==> src/rtl/irq_prio_pkg.sv <==
package irq_prio_pkg;
  localparam int SRC_N  = 5;
  localparam int ID_W   = $clog2(SRC_N + 1);
  localparam int MASK_W = SRC_N - 2;

  typedef enum logic [ID_W-1:0] {
    ID_NONE = 3'd0,
    ID_GEN  = 3'd1,
    ID_L55  = 3'd2,
    ID_L65  = 3'd3,
    ID_L75  = 3'd4,
    ID_TRAP = 3'd5
  } irq_id_e;

  // Highest set index wins; code is index plus one, zero when nothing set.
  function automatic logic [ID_W-1:0] pick_highest(input logic [SRC_N-1:0] elig);
    logic [ID_W-1:0] id;
    id = '0;
    for (int i = 0; i < SRC_N; i++) begin
      if (elig[i]) id = ID_W'(i + 1);
    end
    return id;
  endfunction
endpackage

==> src/rtl/irq_mask_ien.sv <==
module irq_mask_ien #(
  parameter int MASK_W = 3
) (
  input  logic              clk,
  input  logic              rst,
  input  logic              mask_wr,
  input  logic [MASK_W-1:0] mask_wdata,
  input  logic              ien_set,
  input  logic              ien_clr,
  input  logic              ack,
  output logic [MASK_W-1:0] mask_q,
  output logic              ien_q
);
  always_ff @(posedge clk) begin
    if (rst) begin
      mask_q <= '1;
      ien_q  <= 1'b0;
    end else begin
      if (mask_wr) mask_q <= mask_wdata;
      if (ack || ien_clr) ien_q <= 1'b0;
      else if (ien_set)   ien_q <= 1'b1;
    end
  end

  a_r8_ack_drops_ien: assert property (@(posedge clk) disable iff (rst)
    ack |=> !ien_q);
  a_r2_set_raises_ien: assert property (@(posedge clk) disable iff (rst)
    (ien_set && !ien_clr && !ack) |=> ien_q);
  a_r4_mask_loads: assert property (@(posedge clk) disable iff (rst)
    mask_wr |=> (mask_q == $past(mask_wdata)));
  a_r9_reset_state: assert property (@(posedge clk)
    rst |=> (!ien_q && (mask_q == '1)));
endmodule

==> src/rtl/irq_edge_latch.sv <==
module irq_edge_latch (
  input  logic clk,
  input  logic rst,
  input  logic din,
  input  logic clr,
  output logic pend
);
  logic prev_q;
  logic rise;

  assign rise = din && !prev_q;

  always_ff @(posedge clk) begin
    if (rst) begin
      prev_q <= 1'b0;
      pend   <= 1'b0;
    end else begin
      prev_q <= din;
      if (rise)     pend <= 1'b1;
      else if (clr) pend <= 1'b0;
    end
  end

  a_r5_rise_latches: assert property (@(posedge clk) disable iff (rst)
    rise |=> pend);
  a_r6_clear_drops: assert property (@(posedge clk) disable iff (rst)
    (clr && !rise) |=> !pend);
  a_r5_no_spurious_set: assert property (@(posedge clk) disable iff (rst)
    (!pend && !rise) |=> !pend);
endmodule

==> src/rtl/irq_trap_qual.sv <==
module irq_trap_qual (
  input  logic clk,
  input  logic rst,
  input  logic din,
  input  logic clr,
  output logic pend
);
  logic prev_q;
  logic arm_q;
  logic fire;

  assign fire = arm_q && din;

  always_ff @(posedge clk) begin
    if (rst) begin
      prev_q <= 1'b0;
      arm_q  <= 1'b0;
      pend   <= 1'b0;
    end else begin
      prev_q <= din;
      arm_q  <= din && !prev_q;
      if (fire)     pend <= 1'b1;
      else if (clr) pend <= 1'b0;
    end
  end

  a_r7_needs_second_high: assert property (@(posedge clk) disable iff (rst)
    (!pend && !fire) |=> !pend);
  a_r7_holds_until_ack: assert property (@(posedge clk) disable iff (rst)
    (pend && !clr) |=> pend);
endmodule

==> src/rtl/irq_prio_encoder.sv <==
module irq_prio_encoder
  import irq_prio_pkg::*;
(
  input  logic [SRC_N-1:0] elig,
  output logic [ID_W-1:0]  id,
  output logic             any
);
  assign id  = pick_highest(elig);
  assign any = |elig;
endmodule

==> src/rtl/irq_prio_ctrl.sv <==
module irq_prio_ctrl
  import irq_prio_pkg::*;
(
  input  logic              clk,
  input  logic              rst,
  input  logic              req_gen,
  input  logic              req_l55,
  input  logic              req_l65,
  input  logic              req_l75,
  input  logic              req_trap,
  input  logic              mask_wr,
  input  logic [MASK_W-1:0] mask_wdata,
  input  logic              ien_set,
  input  logic              ien_clr,
  input  logic              r75_clr,
  input  logic              ack,
  output logic              irq_pending,
  output logic [ID_W-1:0]   irq_id
);
  logic [MASK_W-1:0] mask_q;
  logic              ien_q;
  logic              l75_pend;
  logic              trap_pend;
  logic              ack_l75;
  logic              ack_trap;
  logic [SRC_N-1:0]  raw;
  logic [SRC_N-1:0]  elig;

  // Acknowledge events, named so the assertions can see them.
  assign ack_l75  = ack && (irq_id == ID_L75);
  assign ack_trap = ack && (irq_id == ID_TRAP);

  irq_mask_ien #(.MASK_W(MASK_W)) u_regs (
    .clk(clk), .rst(rst), .mask_wr(mask_wr), .mask_wdata(mask_wdata),
    .ien_set(ien_set), .ien_clr(ien_clr), .ack(ack),
    .mask_q(mask_q), .ien_q(ien_q)
  );

  irq_edge_latch u_l75 (
    .clk(clk), .rst(rst), .din(req_l75), .clr(r75_clr || ack_l75), .pend(l75_pend)
  );

  irq_trap_qual u_trap (
    .clk(clk), .rst(rst), .din(req_trap), .clr(ack_trap), .pend(trap_pend)
  );

  assign raw = {trap_pend, l75_pend, req_l65, req_l55, req_gen};

  for (genvar i = 0; i < SRC_N; i++) begin : g_gate
    if (i == SRC_N - 1) begin : g_nmi
      assign elig[i] = raw[i];
    end else if (i == 0) begin : g_plain
      assign elig[i] = raw[i] && ien_q;
    end else begin : g_masked
      assign elig[i] = raw[i] && ien_q && !mask_q[i-1];
    end
  end

  irq_prio_encoder u_enc (.elig(elig), .id(irq_id), .any(irq_pending));

  a_r3_trap_wins: assert property (@(posedge clk) disable iff (rst)
    trap_pend |-> (irq_id == ID_TRAP));
  a_r2_gated_when_off: assert property (@(posedge clk) disable iff (rst)
    !ien_q |-> (irq_id == ID_NONE || irq_id == ID_TRAP));
  a_r4_masked_l55_silent: assert property (@(posedge clk) disable iff (rst)
    (mask_q[0] && !req_gen && !req_l65 && !l75_pend && !trap_pend) |-> (irq_id == ID_NONE));
  a_r8_trap_ack_clears: assert property (@(posedge clk) disable iff (rst)
    ack_trap |=> (!trap_pend || $past(req_trap)));
endmodule

==> config.mk <==
export PLATFORM = sky130hd
export DESIGN_NAME = irq_prio_ctrl
export DESIGN_NICKNAME = d
export VERILOG_FILES = /design/src/rtl/irq_prio_pkg.sv /design/src/rtl/irq_mask_ien.sv /design/src/rtl/irq_edge_latch.sv /design/src/rtl/irq_trap_qual.sv /design/src/rtl/irq_prio_encoder.sv /design/src/rtl/irq_prio_ctrl.sv
export SDC_FILE = /design/constraint.sdc
export NUM_CORES = 1
export LEC_CHECK = 0
export BUFFER_PORTS_ARGS = -buffer_cell sky130_fd_sc_hd__buf_2
export CELL_PAD_IN_SITES_DETAIL_PLACEMENT = 1
export CELL_PAD_IN_SITES_GLOBAL_PLACEMENT = 2
export CORE_MARGIN = 2
export CORE_UTILIZATION = 25
export DETAILED_ROUTE_END_ITERATION = 10
export GPL_ROUTABILITY_DRIVEN = 1
export PLACE_DENSITY = 0.87
export SYNTH_ARGS = -nofsm -noshare
export SYNTH_HDL_FRONTEND = slang
export SYNTH_HIERARCHICAL = 1
export SYNTH_SLANG_ARGS = --single-unit
==> constraint.sdc <==
create_clock -name clk -period 3.07 [get_ports clk]
set_input_delay 0.614 -clock clk [delete_from_list [all_inputs] [get_ports clk]]
set_output_delay 0.614 -clock clk [all_outputs]
set_load 0.01 [all_outputs]
=== Word level (Yosys, flattened, before mapping) ===
Index checks and enable logic that the tools add are counted.

* Register bits after elaboration: 9
* Bits of input ports: 15
* Output and inout port bits: 4
* Logic and storage cells: 41

* Equality and inequality tests: 2
* Multiplexer cells: 9
* Reduce and logical (&&, ||, !) cells: 23

{| class="wikitable"
|+ Operators with widths
! kind !! number
|-
| $logic_and 1x1->1 || 12
|-
| $eq 3x3->1 const B || 2
|-
| $mux 3 || 2
|-
| $logic_not 1->1 || 5
|-
| $mux 1 || 5
|-
| $reduce_or 5->1 || 1
|-
| $mux 2 || 2
|-
| $reduce_bool 2->1 || 2
|-
| $logic_or 1x1->1 || 2
|-
| $reduce_or 2->1 || 1
|}

=== Logic depth before layout (Yosys ltp) ===
Gate-level depths: netlist (run 1).

* Word-level depth: 11
* Depth in mapped cells: 8
* Mapped depth without buffers: 8

=== Hierarchy ===
The synthesis (run 1) kept the hierarchy.

{| class="wikitable"
|+ Modules (own cells, without submodules)
! module !! instances !! cells an instance !! area an instance (sq um)
|-
| irq_mask_ien || 1 || 12 || 135.1
|-
| irq_trap_qual || 1 || 8 || 102.6
|-
| irq_edge_latch || 1 || 6 || 67.6
|-
| irq_prio_ctrl || 1 || 11 || 67.6
|-
| irq_prio_encoder || 1 || 7 || 41.3
|}

=== Worst setup path before layout (run 1) ===
No wires, ideal clock.

* Kind: input to output
* Start: input port req_gen
* End: output port irq_pending
* Arrival time: 1.311 ns
* Data required time: 2.456 ns
* Path slack: 1.145 ns
* Cell stages on the path: 2
* Cell sequence: and2_1 -> or4_1

* Cells in the longest elaborated chain, start to end: 2

{| class="wikitable"
|+ RTL lines
! what !! line !! text
|-
| from (decl) || irq_prio_ctrl.sv:6 || <nowiki>input logic req_gen,</nowiki>
|-
| $logic_and 1x1->1 || irq_prio_ctrl.sv:53 || <nowiki>assign elig[i] = raw[i] && ien_q;</nowiki>
|-
| $reduce_or 5->1 || irq_prio_encoder.sv:9 || <nowiki>assign any = |elig;</nowiki>
|-
| to (decl) || irq_prio_ctrl.sv:17 || <nowiki>output logic irq_pending,</nowiki>
|}

No other way between the ends.

=== Worst setup path after layout (run 1) ===
* Start: register u_regs.ien_q
* End: output port irq_pending

* Cells in the longest elaborated chain, start to end: 3

{| class="wikitable"
|+ RTL lines
! what !! line !! text
|-
| from (decl) || irq_mask_ien.sv:12 || <nowiki>output logic ien_q</nowiki>
|-
| from (signal assigned) || irq_mask_ien.sv:17 || <nowiki>ien_q <= 1'b0;</nowiki>
|-
| from (signal assigned) || irq_mask_ien.sv:20 || <nowiki>if (ack || ien_clr) ien_q <= 1'b0;</nowiki>
|-
| from (signal assigned) || irq_mask_ien.sv:21 || <nowiki>else if (ien_set) ien_q <= 1'b1;</nowiki>
|-
| $logic_and 1x1->1 (2 in a row) || irq_prio_ctrl.sv:55 || <nowiki>assign elig[i] = raw[i] && ien_q && !mask_q[i-1];</nowiki>
|-
| net elig[3] || irq_prio_ctrl.sv:27 || <nowiki>logic [SRC_N-1:0] elig;</nowiki>
|-
| $reduce_or 5->1 || irq_prio_encoder.sv:9 ||
|}

The timed path passes the listed nets, and every way through them passes these cells.

==> flow_summary.ini, run 1 <==
[clocking]
root_buffer = clkbuf_4
ctsResizeCount = 0
cts_buffer_depth = 2
htree_num_levels = 1
worstSkewPairLatency_ps = 260
post_cts_buffers = 0
cts_hold_buf = 0
cts_buffers = 3
cts_tree = yes
path_clk_slew_ps = 60
cts.sinks = 9

[worst_hold_path]
min_path_cells = 1
min_from = u_trap/prev_q
hp-class = register to register
hold_end = u_trap/arm_q

[placement]
dp_hpwl_um = 745
gp_congestion = 0.668
portBuffers = 18

[sta]
setup_violations = 0
layout_worst_path_cycle_share = 0.705
tightest_slew_ps = 209
rsz0062_at_grt = false
fmax_mhz = 462
min_period_ps = 2160
hold_viol = 0
finalSetupTns_ps = 0
relSlewSlack = 0.860
drv_slew = 0
fin_skew_ps = 1.99

[synthesis]
syn_area_per_cell_um2 = 9.41
syn_nets = 59
synth_cell_types = 17
yosysTopAreaCellShare = 0.435
synth_area_um2 = 414
yosys_warnings = 6
ys_seq_area_frac = 0.435
netlist_instances = 44
yosysTopAreaCell = dfxtp_1
ys_ff_latch = 9
synthTopCellsByArea = dfxtp_1 (44%), nor2_1 (7.3%), nor2b_4 (6.6%)

[floorplanning]
die-area_um2 = 2000
die_width_um = 44.7
rows = 14
start_util = 0.272
dieHeight_um = 44.7
ios = 19
core-area_um2 = 1520

[status]
status = finished clean

[global_route]
track_usage = 0.108
grt_max_degree = 9
grt-ovfl-total = 0
antenna_found_initial = 0
grt_pass1_vias = 393
grt_first_pass_wirelength_um = 1520

[power]
p_sw_frac = 0.232
combPwrFrac = 0.135
power_frac_seq = 0.506
power.leakage_nw = 0.266
power_density_nw_per_um2 = 456
switchingPower_uw = 58.4
finalPower_uw = 251
pwr-share-clk = 0.359
p_int_uw = 193
ir_worst_vdd_uv = 184

[layout]
layout_common_cells = buf_2 (18), dfxtp_1 (9), nor2_1 (8), nand2_1 (4), nor2b_1 (4)
final_common_cell = buf_2
syn_to_final_growth_pct = 32.9
utilization = 0.361
antennaDiodeCount = 0
finalNetCount = 82
drive_gt1_frac = 0.409
num-fill-cells = 195

[setup_path]
end_kind = output pin
arrival_ps = 1550
reg2regPathDepth = 7
rrSetupSlack_ps = 1560
path_max_fanout = 5
timing.rr.start = u_regs/ien_q
required_ps = 2460
path_class = register to output pin
startpoint_type = register
rr_endpoint = u_l75/pend

[route]
wl_per_cell_um = 10.8
dr.pass1.iters = 2
drt_iter0_drc = 3
via_per_inst = 4.54
drtAntennaViolNets = 0
wl_um = 884
via_count = 372
route.detailed.drc = 0

[run]
drv_cap = 0
==> worst max-delay path, cell delays in order, from the launching register on <==
cell and delay (ps):
dfxtp_1 350, nand2_1 70, nor2_1 60, or2_4 270, or4_1 390, buf_2 150
==> power groups by stage <==
stage               Sequential (mW)  Clock [mW]  Combinational, mW
global placement              0.130           0             0.0336
global route                  0.128       0.103             0.0374
floorplan                     0.129           0             0.0179
CTS                           0.127      0.0953             0.0345
finish                        0.127      0.0901             0.0339
detailed placement            0.130           0             0.0343
==> logic make-up (layout without fill, tap and decap cells) <==
| family | Yosys count | count (layout) | synth area share |
|---|---|---|---|
| AND/OR/NAND/NOR | 26 | 26 | 0.399 |
| flip-flops | 9 | 9 | 0.435 |
| AO/OA/AOI/OAI | 7 | 7 | 0.148 |
| buffers and inverters | 2 | 24 | 0.0181 |
==> sequential cells by signal, indices dropped and copies added, names as in the netlist <==
signal and cells:
u_l75/pend 1, u_trap/arm_q 1, u_trap/pend 1, u_l75/prev_q 1, u_trap/prev_q 1, u_regs/mask_q 3
u_regs/ien_q 1
==> cell usage after synthesis <==
master	number
or2_4	1
inv_1	2
nor2b_1	4
a21oi_1	1
and2_1	1
a221o_1	1
or4_1	1
nor2b_4	2
nor4_1	1
a211o_1	3
a21oi_2	1
nand2_1	4
nor2_1	8
dfxtp_1	9
nand2b_1	3
o21bai_2	1
nand3b_4	1
==> worst max-delay path by stage <==
| stage | start | end |
|---|---|---|
| detailed placement | req_gen | irq_pending |
| global route | u_regs/ien_q | irq_pending |
| global placement | req_gen | irq_pending |
| CTS | u_regs/ien_q | irq_pending |
| floorplan | req_gen | irq_pending |
| finish | u_regs/ien_q | irq_pending |
==> through the flow <==
step	cells	cell area [um2]	hold WS, ps	worst slack, ps
after CTS	82	551	440	882
after floorplan	44	414	418	1150
after global routing	82	551	445	805
after detailed placement	78	524	432	958
after global placement	78	524	422	967
final	82	551	438	906
==> area by class of cell <==
| class | instances | area, um2 | share of cell area |
|---|---|---|---|
| Multi-Input combinational cell | 33 | 226 | 0.411 |
| Sequential cell | 9 | 180 | 0.327 |
| Timing Repair Buffer | 18 | 90.1 | 0.164 |
| Clock buffer | 4 | 26.3 | 0.0477 |
| Inverter | 2 | 7.51 | 0.0136 |
| Tap cell | 16 | 20.0 | 0.0364 |
==> routing by layer <==
metal / vias to the layer above / part of all wire / wire (um) / GRT usage
met5: - / 0 / 0 / 0
met4: 0 / 0 / 0 / 0.0909
met3: 0 / 0.051 / 45 / 0.0240
met2: 9 / 0.52 / 458 / 0.177
met1: 171 / 0.43 / 380 / 0.119
li1: 192 / - / - / -
No activity file was read; power rests on OpenSTA's default activity.
==> run 2: changes to the inputs <==
- CORE_ASPECT_RATIO: not set -> 0.75
- CORE_UTILIZATION: 25 -> 23
- PLACE_DENSITY: 0.87 -> 0.82
- clock period: 3.07 -> 2.1 ns (I/O delays scaled with it)
==> run 2 against run 1 <==
Net effect:
- global-route usage decreased by 1.1 points
- count of clock-buffer cells in the layout unchanged
- via count decreased by 1.1%
- non-clock buffer count unchanged
- sequential share of layout area decreased by 0.44 points
- total power increased by 45%
- wire length decreased by 4.3%
- sequential cell count unchanged
- critical path type unchanged
- critical endpoint unchanged
- largest cell class unchanged
==> flow_summary.ini, run 2 (synthesis results as in run 1) <==
[route]
wl_per_cell_um = 9.61
via_per_inst = 4.18
dr.pass1.iters = 1
via_count = 368
route.detailed.drc = 0
drt_iter0_drc = 0
drtAntennaViolNets = 0
wl_um = 846

[global_route]
grt_max_degree = 9
antenna_found_initial = 0
track_usage = 0.0972
grt_first_pass_wirelength_um = 1390
grt-ovfl-total = 0
grt_pass1_vias = 359

[layout]
largest_reg_flops = 3
final_common_cell = buf_2
drive_gt1_frac = 0.409
multiInputGateArea_um2 = 226
largest-register = u_regs/mask_q
syn_to_final_growth_pct = 34.7
num-fill-cells = 218
finalNetCount = 82
layout_common_cells = buf_2 (18), dfxtp_1 (9), nor2_1 (8), nand2_1 (4), nor2b_1 (4)
antennaDiodeCount = 0
area.sequential_um2 = 180

[placement]
portBuffers = 18
dp_slack_ps = 379
gp_congestion = 0.670

[floorplanning]
dieHeight_um = 40.8
ios = 19
start_util = 0.242
die-area_um2 = 2160
core-area_um2 = 1710
rows = 13
die_width_um = 53

[power]
ir_worst_vdd_uv = 384
p_sw_frac = 0.225
combPwrFrac = 0.136
pwr-share-clk = 0.353
power_density_nw_per_um2 = 651
switchingPower_uw = 81.7
power.leakage_nw = 0.266
power_frac_seq = 0.512
p_int_uw = 282
finalPower_uw = 363

[sta]
hold_viol = 0
finalSetupTns_ps = 0
drv_slew = 0
layout_worst_path_cycle_share = 0.930
relSlewSlack = 0.858
fin_skew_ps = 3.80
setup_ws_ps = 147
whs_ps = 328
min_period_ps = 1950
tightest_slew_ps = 212
fmax_mhz = 512
setup_violations = 0
rsz0062_at_grt = false

[run]
drv_cap = 0

[clocking]
cts_hold_buf = 0
worstSkewPairLatency_ps = 250
cts_buffers = 3
cts_tree = yes
path_clk_slew_ps = 60
htree_num_levels = 1
ctsResizeCount = 0
cts_buffer_depth = 2
root_buffer = clkbuf_4
cts.sinks = 9
post_cts_buffers = 0

[setup_path]
end_kind = output pin
rrSetupSlack_ps = 620
startpoint_type = register
required_ps = 1680
path_max_fanout = 5
path_class = register to output pin
arrival_ps = 1530

[worst_hold_path]
hp-class = input pin to register

[status]
status = finished clean
==> run 2: metrics by stage <==
stage / cell area (um2) / util / instances
2_1_floorplan: 414 / - / 44
3_3_place_gp: 532 / 0.311 / 84
3_5_place_dp: 532 / 0.311 / 84
4_1_cts: 558 / 0.327 / 88
5_1_grt: 558 / 0.327 / 88
6_report: 558 / 0.327 / 88
==> run 2: worst max-delay path: stages, from the launching register on <==
cell and delay, ps:
dfxtp_1 340, nand2_1 70, nor2_1 60, or2_4 280
or4_1 390, buf_2 150
==> run 2: path summary, 6_finish.rpt <==
check                                   start            to  cells past startpoint
worst max-delay path             u_regs/ien_q   irq_pending                      5
worst min-delay path                  ien_clr  u_regs/ien_q                      2
worst max register to register   u_regs/ien_q   u_trap/pend                      8
worst min register to register  u_trap/prev_q  u_trap/arm_q                      1
==> run 2: metal layers <==
| layer | wire length (um) | global-route usage | up-vias |
|---|---|---|---|
| met5 | 0 | 0 | - |
| met4 | 0 | 0.0385 | 0 |
| met3 | 67 | 0.0547 | 0 |
| met2 | 390 | 0.153 | 13 |
| met1 | 388 | 0.111 | 164 |
| li1 | - | - | 191 |
==> run 2: layout make-up <==
class                      count  share of cell area
clock buffer                   4              0.0471
inverter                       2              0.0135
multi-input combinational     33               0.406
sequential                     9               0.323
tap                           22              0.0493
timing repair buffer          18               0.161
==> run 2: power by group through the flow <==
| stage | registers [mW] | logic (mW) | clock network [mW] |
|---|---|---|---|
| floorplan | 0.188 | 0.0262 | 0 |
| global placement | 0.190 | 0.0493 | 0 |
| detailed placement | 0.190 | 0.0504 | 0 |
| CTS | 0.186 | 0.0506 | 0.136 |
| global route | 0.186 | 0.0552 | 0.150 |
| finish | 0.186 | 0.0492 | 0.128 |
==> run 3: changes to the inputs <==
- CAP_MARGIN: not set -> 5
- CELL_PAD_IN_SITES_GLOBAL_PLACEMENT: 2 -> 1
- CORE_ASPECT_RATIO: 0.75 -> not set
- CORE_UTILIZATION: 23 -> 30
- PLACE_DENSITY: 0.82 -> 0.83
==> run 3 against run 2 <==
Net effect:
- worst setup slack lost 28 ps
- global-route usage up 3.5 points
- register-to-register slack got worse by 30 ps
- design area down 1.6%
- cell count down 8.0%
- total power up 1.9%
- count of clock-buffer cells in the layout did not move
- worst hold slack got worse by 15 ps
- critical endpoint unchanged
- highest routed layer is now met4
==> flow_summary.ini, run 3 (synthesis results as in run 1) <==
[setup_path]
arrival_ps = 1560
path_class = register to output pin
path_max_fanout = 5
required_ps = 1680
end_kind = output pin
startpoint_type = register

[layout]
final_common_cell = buf_2
largest-register = u_regs/mask_q
drive_gt1_frac = 0.409
multiInputGateArea_um2 = 226
syn_to_final_growth_pct = 32.6
layout_common_cells = buf_2 (18), dfxtp_1 (9), nor2_1 (8), nand2_1 (4), nor2b_1 (4)
area.sequential_um2 = 180
antennaDiodeCount = 0
finalNetCount = 82
num-fill-cells = 170
largest_reg_flops = 3

[power]
power.leakage_nw = 0.266
combPwrFrac = 0.133
switchingPower_uw = 88.2
p_sw_frac = 0.238
ir_worst_vdd_uv = 416
p_int_uw = 282
power_frac_seq = 0.501
power_density_nw_per_um2 = 674
pwr-share-clk = 0.366

[sta]
hold_viol = 0
min_period_ps = 1980
fmax_mhz = 505
setup_violations = 0
tightest_slew_ps = 225
setup_ws_ps = 120
drv_slew = 0
layout_worst_path_cycle_share = 0.943
rsz0062_at_grt = false
fin_skew_ps = 6.74
finalSetupTns_ps = 0
whs_ps = 313
relSlewSlack = 0.849

[route]
wl_per_cell_um = 10.6
dr.pass1.iters = 1
via_per_inst = 4.65
drtAntennaViolNets = 0
wl_um = 862
via_count = 377
drt_iter0_drc = 0
route.detailed.drc = 0

[worst_hold_path]
hp-class = input pin to register

[global_route]
grt_busiest_layer = met2
grt-ovfl-total = 0
grt_pass1_vias = 360
track_usage = 0.132
grt_first_pass_wirelength_um = 1360
antenna_found_initial = 0
grt_max_degree = 9
met3_usage = 0.0652
globalRouteMet1Util = 0.124
grt_use_met2 = 0.230

[clocking]
cts_buffer_depth = 2
cts_tree = yes
cts.sinks = 9
ctsResizeCount = 0
htree_num_levels = 1
path_clk_slew_ps = 60
worstSkewPairLatency_ps = 270
cts_buffers = 3
post_cts_buffers = 0
root_buffer = clkbuf_4
cts_hold_buf = 0

[run]
drv_cap = 0

[placement]
dp_hpwl_um = 658
dp_slack_ps = 369
portBuffers = 18
gp_congestion = 0.636

[floorplanning]
start_util = 0.318
die-area_um2 = 1690
die_width_um = 41.2
ios = 19
dieHeight_um = 41.2
core-area_um2 = 1300
rows = 13

[status]
status = finished clean
-- run 3: cell counts in the layout (fill, tap and decap cells not counted) --
No cell type changed its count.
-- run 3: power groups by stage --
| stage | clock network [mW] | registers [mW] | logic [mW] |
|---|---|---|---|
| 2_1_floorplan | 0 | 0.188 | 0.0262 |
| 3_3_place_gp | 0 | 0.189 | 0.0489 |
| 3_5_place_dp | 0 | 0.189 | 0.0499 |
| 4_1_cts | 0.142 | 0.186 | 0.0504 |
| 5_1_grt | 0.151 | 0.187 | 0.0553 |
| 6_report | 0.135 | 0.186 | 0.0492 |
-- run 3: final cells by class --
class	instances	share of cell area
multi-input cells	33	0.412
flip-flops and latches	9	0.328
repair buffers	18	0.164
clock buffers	4	0.0478
well taps	15	0.0342
inverters	2	0.0137
-- run 3: final timing paths --
path                      start           end  slack, ps  cells after the start
setup / recovery   u_regs/ien_q   irq_pending        120                      5
hold / removal          ien_clr  u_regs/ien_q        310                      2
setup reg to reg   u_regs/ien_q   u_trap/pend        590                      8
hold reg to reg   u_trap/prev_q  u_trap/arm_q        440                      1
-- run 3: per-stage QoR --
| step | total power, mW | cells | instance area, um2 | util |
|---|---|---|---|---|
| after floorplan | 0.214 | 44 | 414 | - |
| after global placement | 0.238 | 77 | 523 | 0.402 |
| after CTS | 0.378 | 81 | 549 | 0.422 |
| final | 0.370 | 81 | 549 | 0.422 |
| after global routing | 0.394 | 81 | 549 | 0.422 |
| after detailed placement | 0.239 | 77 | 523 | 0.402 |
-- run 3: per-layer routing --
layer,vias to the layer above,routed length [um]
met5,-,0
met1,171,352
met4,0,14
met2,12,429
li1,192,-
met3,2,64
-- run 3: critical path: stages, from the launching register on --
cell	delay, ps
dfxtp_1	350
nand2_1	70
nor2_1	60
or2_4	280
or4_1	390
buf_2	150
